--- src/rtl/irqp_pkg.sv ---
package irqp_pkg;
  typedef enum logic [1:0] {
    SENSE_LOW  = 2'b00,
    SENSE_RISE = 2'b01,
    SENSE_FALL = 2'b10,
    SENSE_BOTH = 2'b11
  } sense_e;

  localparam logic [1:0] ADDR_SENSE = 2'd0;
  localparam logic [1:0] ADDR_DIR   = 2'd1;
  localparam logic [1:0] ADDR_ENA   = 2'd2;
  localparam logic [1:0] ADDR_FLAG  = 2'd3;
endpackage

--- src/rtl/irqp_sync.sv ---
module irqp_sync #(
  parameter int W = 7
) (
  input  logic         clk,
  input  logic         rst_n,
  input  logic [W-1:0] d,
  output logic [W-1:0] q
);
  logic [W-1:0] meta_q;

  // Pins idle high; reset to that value so leaving reset creates no edge.
  always_ff @(posedge clk or negedge rst_n) begin
    if (!rst_n) begin
      meta_q <= '1;
      q      <= '1;
    end else begin
      meta_q <= d;
      q      <= meta_q;
    end
  end
endmodule

--- src/rtl/irqp_detect.sv ---
module irqp_detect
  import irqp_pkg::*;
(
  input  logic       clk,
  input  logic       rst_n,
  input  logic       pin_s,
  input  logic [1:0] mode,
  input  logic       is_out,
  input  logic       clr,
  output logic       flag
);
  logic prev_q;
  logic rise, fall, hit;

  always_ff @(posedge clk or negedge rst_n) begin
    if (!rst_n) prev_q <= 1'b1;
    else        prev_q <= pin_s;
  end

  assign rise = pin_s & ~prev_q;
  assign fall = ~pin_s & prev_q;

  always_comb begin
    hit = 1'b0;
    unique case (mode)
      SENSE_RISE: hit = rise;
      SENSE_FALL: hit = fall;
      SENSE_BOTH: hit = rise | fall;
      default:    hit = 1'b0;
    endcase
    if (is_out) hit = 1'b0;
  end

  always_ff @(posedge clk or negedge rst_n) begin
    if (!rst_n)                flag <= 1'b0;
    else if (mode == SENSE_LOW) flag <= ~is_out & ~pin_s;
    else                        flag <= hit | (flag & ~clr);
  end

  assert_sticky_R3: assert property (@(posedge clk) disable iff (!rst_n)
    ($past(flag) && !$past(clr) && $past(mode) != SENSE_LOW && mode != SENSE_LOW) |-> flag);

  assert_edge_wins_R5: assert property (@(posedge clk) disable iff (!rst_n)
    (clr && hit) |=> flag);

  assert_output_quiet_R7: assert property (@(posedge clk) disable iff (!rst_n)
    is_out |=> !$rose(flag));

  assert_level_follow_R4: assert property (@(posedge clk) disable iff (!rst_n)
    (mode == SENSE_LOW && !is_out) |=> (flag == !$past(pin_s)));
endmodule

--- src/rtl/irqp_regs.sv ---
module irqp_regs
  import irqp_pkg::*;
#(
  parameter int N  = 8,
  localparam int DW = 2 * N
) (
  input  logic          clk,
  input  logic          rst_n,
  input  logic          bus_we,
  input  logic [1:0]    bus_addr,
  input  logic [DW-1:0] bus_wdata,
  output logic [DW-1:0] bus_rdata,
  input  logic [N-1:0]  flags,
  output logic [DW-1:0] sense_q,
  output logic [N-1:0]  dir_q,
  output logic [N-1:0]  ena_q,
  output logic [N-1:0]  clr
);
  localparam logic [N-1:0]  PIN_MASK   = {{(N-1){1'b1}}, 1'b0};
  localparam logic [DW-1:0] SENSE_MASK = {{(DW-2){1'b1}}, 2'b00};

  logic [N-1:0] hi_unused;
  assign hi_unused = bus_wdata[DW-1:N];

  always_ff @(posedge clk or negedge rst_n) begin
    if (!rst_n) begin
      sense_q <= '0;
      dir_q   <= '0;
      ena_q   <= '0;
    end else if (bus_we) begin
      case (bus_addr)
        ADDR_SENSE: sense_q <= bus_wdata & SENSE_MASK;
        ADDR_DIR:   dir_q   <= bus_wdata[N-1:0] & PIN_MASK;
        ADDR_ENA:   ena_q   <= bus_wdata[N-1:0] & PIN_MASK;
        default: ;
      endcase
    end
  end

  assign clr = (bus_we && bus_addr == ADDR_FLAG) ? (bus_wdata[N-1:0] & PIN_MASK) : '0;

  always_comb begin
    unique case (bus_addr)
      ADDR_SENSE: bus_rdata = sense_q;
      ADDR_DIR:   bus_rdata = {{(DW-N){1'b0}}, dir_q};
      ADDR_ENA:   bus_rdata = {{(DW-N){1'b0}}, ena_q};
      default:    bus_rdata = {{(DW-N){1'b0}}, flags & PIN_MASK};
    endcase
  end

  assert_pin0_tied_R8: assert property (@(posedge clk) disable iff (!rst_n)
    (sense_q[1:0] == 2'b00) && !dir_q[0] && !ena_q[0]);

  assert_write_lands_R11: assert property (@(posedge clk) disable iff (!rst_n)
    (bus_we && bus_addr == ADDR_ENA) |=> (ena_q == ($past(bus_wdata[N-1:0]) & PIN_MASK)));
endmodule

--- src/rtl/irqp_prio.sv ---
module irqp_prio #(
  parameter int N  = 8,
  localparam int LW = $clog2(N)
) (
  input  logic [N-1:0]  req,
  output logic [LW-1:0] level
);
  always_comb begin
    level = '0;
    for (int i = 1; i < N; i++)
      if (req[i]) level = LW'(i);
  end
endmodule

--- src/rtl/irq_edge_port.sv ---
module irq_edge_port
  import irqp_pkg::*;
#(
  parameter int N  = 8,
  localparam int DW = 2 * N,
  localparam int LW = $clog2(N)
) (
  input  logic          clk,
  input  logic          rst_n,
  input  logic [N-1:0]  pin_i,
  input  logic          bus_we,
  input  logic [1:0]    bus_addr,
  input  logic [DW-1:0] bus_wdata,
  output logic [DW-1:0] bus_rdata,
  output logic [N-1:0]  req_o,
  output logic [LW-1:0] level_o
);
  logic [N-1:1]  pin_s;
  logic [N-1:0]  flags;
  logic [DW-1:0] sense_q;
  logic [N-1:0]  dir_q, ena_q, clr;
  logic          pin0_unused;

  assign pin0_unused = pin_i[0];

  irqp_sync #(.W(N-1)) u_sync (
    .clk(clk), .rst_n(rst_n), .d(pin_i[N-1:1]), .q(pin_s)
  );

  irqp_regs #(.N(N)) u_regs (
    .clk(clk), .rst_n(rst_n), .bus_we(bus_we), .bus_addr(bus_addr),
    .bus_wdata(bus_wdata), .bus_rdata(bus_rdata), .flags(flags),
    .sense_q(sense_q), .dir_q(dir_q), .ena_q(ena_q), .clr(clr)
  );

  assign flags[0] = 1'b0;

  for (genvar i = 1; i < N; i++) begin : g_pin
    irqp_detect u_det (
      .clk(clk), .rst_n(rst_n), .pin_s(pin_s[i]),
      .mode(sense_q[2*i+1 : 2*i]), .is_out(dir_q[i]),
      .clr(clr[i]), .flag(flags[i])
    );
  end

  assign req_o = flags & ena_q;

  irqp_prio #(.N(N)) u_prio (.req(req_o), .level(level_o));

  assert_level_top_R9: assert property (@(posedge clk) disable iff (!rst_n)
    (req_o != '0) |-> ((req_o >> level_o) == N'(1)));

  assert_level_idle_R9: assert property (@(posedge clk) disable iff (!rst_n)
    (req_o == '0) |-> (level_o == '0));

  assert_no_req0_R8: assert property (@(posedge clk) disable iff (!rst_n)
    !req_o[0]);
endmodule

--- config.mk ---
export PLATFORM = sky130hd
export DESIGN_NAME = irq_edge_port
export DESIGN_NICKNAME = d
export VERILOG_FILES = /design/src/rtl/irqp_pkg.sv /design/src/rtl/irqp_sync.sv /design/src/rtl/irqp_detect.sv /design/src/rtl/irqp_regs.sv /design/src/rtl/irqp_prio.sv /design/src/rtl/irq_edge_port.sv
export SDC_FILE = /design/constraint.sdc
export NUM_CORES = 1
export LEC_CHECK = 0
export BUFFER_PORTS_ARGS = -buffer_cell sky130_fd_sc_hd__buf_2
export CORE_MARGIN = 1
export CORE_UTILIZATION = 40
export DETAILED_ROUTE_END_ITERATION = 8
export PLACE_DENSITY = 0.66
export SETUP_SLACK_MARGIN = 0.5
export SYNTH_ARGS = -nofsm -noshare
export SYNTH_HDL_FRONTEND = slang
export SYNTH_SLANG_ARGS = --single-unit
--- constraint.sdc ---
create_clock -name clk -period 3.2 [get_ports clk]
set_input_delay 0.32 -clock clk [delete_from_list [all_inputs] [get_ports clk]]
set_output_delay 0.32 -clock clk [all_outputs]
set_load 0.01 [all_outputs]
# Word-level counts from Yosys, hierarchy flattened
# Cells that the tools add are included.
[totals]
ff_bits = 56
input_bits = 29
output_inout_bits = 27
wordCells = 156
[classes]
eq_ne = 24
muxes = 30
bitwise = 71
n_reduce_logical = 12
[ops]
columns = ["cell", "count"]
rows = [
  ["16-bit case mux with 3 select lines", 1],
  ["2-bit equality test, second input constant", 16],
  ["1-bit bitwise AND", 28],
  ["1-bit inverter", 28],
  ["1-bit case mux with 3 select lines", 7],
  ["2-bit by 1-bit equality test with 1-bit output, second input constant", 8],
  ["2-bit logical NOT", 8],
  ["1-bit 2-to-1 mux", 15],
  ["1-bit bitwise OR", 14],
  ["3-bit 2-to-1 mux", 4],
  ["8-bit bitwise AND", 1],
  ["8-bit 2-to-1 mux", 1],
  ["2-bit AND reduction", 3],
  ["2-bit 2-to-1 mux", 2],
  ["1-bit logical AND", 1],
]

# Longest topological paths before layout
[depth]
depth_word = 8
mapped_depth = 5
ltp_nobuf = 5

# By module
# Synthesis repeated with hierarchy kept, for this count alone.
[unflattened]
hier_cells = 233
area_unflattened_um2 = 2870.3
[by_module_without_submodules]
columns = ["module", "instances", "cells_per_inst", "area_each_um2", "seq_area_each_um2"]
rows = [
  ["irqp_regs", 1, 95, 1395.1, 700.7],
  ["irqp_detect", 7, 15, 143.9, 51.3],
  ["irqp_sync", 1, 14, 367.9, 367.9],
  ["irq_edge_port", 1, 9, 55.1, 0.0],
  ["irqp_prio", 1, 10, 45.0, 0.0],
]

# Worst setup path after synthesis
# OpenSTA, ideal clock, no wires.
[synth_path]
kind = "input to output"
from = "input port bus_addr[0]"
to = "output port bus_rdata[1]"
arrival_time_ps = 1183
required_ps = 2880
path_slack_ps = 1697
path_stages = 4
path_buffers = 2
path_cell_list = "buf_6 -> buf_2 -> mux2_2 -> a22o_1"
[synth_between]
elab_chain_cells = 2
elab_cells_between_ends = 4
classes_between = "2 x eq/ne; 1 x mux; 1 x reduce/logical"
[synth_lines]
columns = ["element", "line_no", "rtl"]
rows = [
  ["start, declared", "irq_edge_port.sv:12", "input logic [1:0] bus_addr,"],
  ["2-bit equality test, or another cell as far along", "irqp_regs.sv:43", "unique case (bus_addr)"],
  ["16-bit case mux with 3 select lines (*)", "irqp_regs.sv:43", ""],
  ["end, declared", "irq_edge_port.sv:14", "output logic [DW-1:0] bus_rdata,"],
]
# Every way passes the cells marked *; elsewhere a longest branch is shown, timed or not.

# Worst setup path after layout
[layout_path]
from = "input port bus_addr[0]"
to = "output port bus_rdata[6]"
# The elaborated chain is that of the path after synthesis.

==> results.sh <==
export IMPL_cts_repair_resized=0
export IMPL_fin_setup_tns_ns=0
export IMPL_cts_hold_buf=0
export IMPL_drv_slew=0
export IMPL_clock_latency_ns=0.30
export IMPL_grt_overflow_total=0
export IMPL_start_util_pct=42.3
export IMPL_vias_per_cell=4.99
export IMPL_wl_mm=4.99
export IMPL_rr_endpoint="g_pin[7].u_det.flag"
export IMPL_hold_path_class="in -> async"
export IMPL_multi_input_area_mm2=0.00114
export IMPL_synth_area_mm2=0.00275
export IMPL_met1_usage_pct=22.1
export IMPL_post_cts_setup_buffers=0
export IMPL_detail_route_first_pass_iterations=7
export IMPL_first_global_vias=1720
export IMPL_cp_start_kind="input port"
export IMPL_synth_flop_cell="dfrtp_1"
export IMPL_netlist_cell_type_count=25
export IMPL_netlist_instances=201
export IMPL_n_fill_cell=591
export IMPL_p_leak_uw=0.00152
export IMPL_yosys_top_cells_area="dfrtp_1 32%, dfstp_2 20%, mux4_2 11%, mux2_2 7.8%, ha_1 6.4%"
export IMPL_end_kind="primary output"
export IMPL_max_cap_violations=0
export IMPL_endpoint="bus_rdata[6]"
export IMPL_routedWlPerCell_um=15.0
export IMPL_n_antenna_cell=0
export IMPL_pre_cts_slack_ns=1.44
export IMPL_timing_hold_ws_ns=0.00963
export IMPL_grt_max_degree=31
export IMPL_regArea_mm2=0.00143
export IMPL_avgSynthCellArea_um2=13.7
export IMPL_fmax_mhz=576
export IMPL_numCtsBuffers=5
export IMPL_power_frac_seq_pct=52.8
export IMPL_fin_crit_sh_pct=54.3
export IMPL_yosysMostFrequentCell="dfrtp_1"
export IMPL_finish_utilization_pct=48.3
export IMPL_r2r_cells=4
export IMPL_p_switching_uw=534
export IMPL_setup_viol=0
export IMPL_rows=29
export IMPL_worstMarginPinSlew_ns=0.584
export IMPL_ys_warn_count=0
export IMPL_cp_data_required_time_ns=2.88
export IMPL_grt_pass1_wl_mm=8.59
export IMPL_grt_util_met3_pct=3.40
export IMPL_cts_tree="yes"
export IMPL_status="finished with violations"
export IMPL_use_met2_pct=24.6
export IMPL_vias=1665
export IMPL_power_frac_clock_pct=20.4
export IMPL_cp_max_fo=18
export IMPL_yosys_top_cells_count="35 x dfrtp_1, 33 x inv_1, 21 x dfstp_2"
export IMPL_synth_largest_area_cell="dfrtp_1"
export IMPL_drc=6
export IMPL_layout_nets=299
export IMPL_power_density_mw_per_mm2=572
export IMPL_cts_buffer_depth=2
export IMPL_crit_start="bus_addr[0]"
export IMPL_fin_worst_skew_ns=0.0113
export IMPL_rsz0062_at_grt="no"
export IMPL_clkTransAtPathRegs_ns=0.09
export IMPL_p_int_uw=1260
export IMPL_drive_above_1_share_pct=48.6
export IMPL_synth_top_area_share_pct=31.9
export IMPL_grt_most_used_layer="met2"
export IMPL_gp_congestion=0.731
export IMPL_drt_iter0_markers=78
export IMPL_io_pins=56
export IMPL_antenna_found_initial=0
export IMPL_max_slew_margin_pct=61.1
export IMPL_finalHoldViolations=0
export IMPL_die_h_um=84.9
export IMPL_htree_levels=2
export IMPL_dpl_hpwl_mm=3.56
export IMPL_portBuffers=51
export IMPL_seq_area_frac_synth_pct=52.0
export IMPL_synth_seq_cells=56
export IMPL_dieArea_mm2=0.00720
export IMPL_drtAntennaViolNets=0
export IMPL_die_w_um=84.9
export IMPL_rrSetupSlack_ns=1.65
export IMPL_netSwitchingFraction_pct=29.8
export IMPL_cts_sinks=56
export IMPL_comb_power_share_pct=26.8
export IMPL_r2r_start="g_pin[7].u_det.prev_q"
export IMPL_period_needed_ns=1.74
export IMPL_coreArea_mm2=0.00649
export IMPL_cts_root_buffer="clkbuf_8"
export IMPL_synth_edf_count=0
export IMPL_area_delta_synth_final_pct=14.3
export IMPL_fin_ws_ns=1.46
export IMPL_peakVddDrop_v=0.000282
export IMPL_crit_type="in -> out"
export IMPL_track_usage_pct=15.9
export IMPL_synth_async_reset_ratio_pct=100
export IMPL_arrival_ns=1.42
export IMPL_violations="DRC"
metal layers:
metal	vias to the layer above	routed length, um
li1	791	-
met2	55	2250
met4	0	68
met3	7	304
met1	812	2370
met5	-	0
worst min-delay path by stage:
stage / from / depth (start not counted) / endpoint / slack [ns]
floorplan: rst_n / 0 / g_pin[1].u_det.flag / 0.02
global placement: rst_n / 1 / u_regs.sense_q[12] / 0.35
detailed placement: u_sync.meta_q[2] / 0 / u_sync.q[2] / 0.35
CTS: rst_n / 1 / u_regs.sense_q[12] / 0.03
global route: rst_n / 1 / u_regs.sense_q[11] / 0.06
finish: rst_n / 1 / u_regs.sense_q[12] / 0.01
power by group through the flow:
stage	combinational [uW]	clock [uW]	sequential, uW
finish	481	367	948
global route	536	415	970
CTS	487	384	949
detailed placement	485	0	960
global placement	473	0	958
floorplan	336	0	924
metrics by stage:
| stage | cell area, um2 | cells | power [uW] |
|---|---|---|---|
| after floorplan | 2750 | 202 | 1260 |
| after global placement | 3060 | 326 | 1430 |
| after detailed placement | 3060 | 326 | 1440 |
| after CTS | 3140 | 334 | 1820 |
| after global routing | 3140 | 334 | 1920 |
| final | 3140 | 334 | 1790 |
worst max-delay path, stage by stage:
cell    delay (ns)
buf_2         0.36
mux4_2        0.57
buf_2         0.15
layout by cell type (no fill, tap or decap), drive strengths merged:
cell type	count
buf	53
dfrtp	35
inv	33
mux2	29
dfstp	21
nand2	15
ha	14
mux4	13
and2	10
o221ai	8
o21ai	7
clkbuf	7
nor2	2
conb	2
o311ai	1
a21oi	1
and2b	1
a22o	1
nand4	1
nor3b	1
nand3b	1
clkinv	1
cell families (layout without fill, tap and decap cells):
kind of cell	Yosys count	count (layout)	share of synthesized area, %
buffers and inverters	39	94	6.65
adder cells (fa/ha/maj)	14	14	6.38
multiplexers	42	42	23.9
flip-flops	56	56	52.0
AO/OA/AOI/OAI	18	18	4.65
AND/OR/NAND/NOR	31	31	6.29
other	1	2	0.137
final cells by class:
| class | count | area share [%] |
|---|---|---|
| sequential | 56 | 45.5 |
| clock buffer | 7 | 2.43 |
| inverter | 33 | 3.95 |
| clock inverter | 1 | 0.159 |
| multi-input combinational | 107 | 36.3 |
| timing repair buffer | 53 | 8.61 |
| tap | 77 | 3.07 |
registers in the layout, summed over array words and instances, names as in the netlist:
register	cells
g_pin.u_det.prev_q	7
u_sync.q	7
u_regs.ena_q	7
u_regs.dir_q	7
u_regs.sense_q	14
u_sync.meta_q	7
g_pin.u_det.flag	7
No activity file was read; power rests on OpenSTA's default activity.
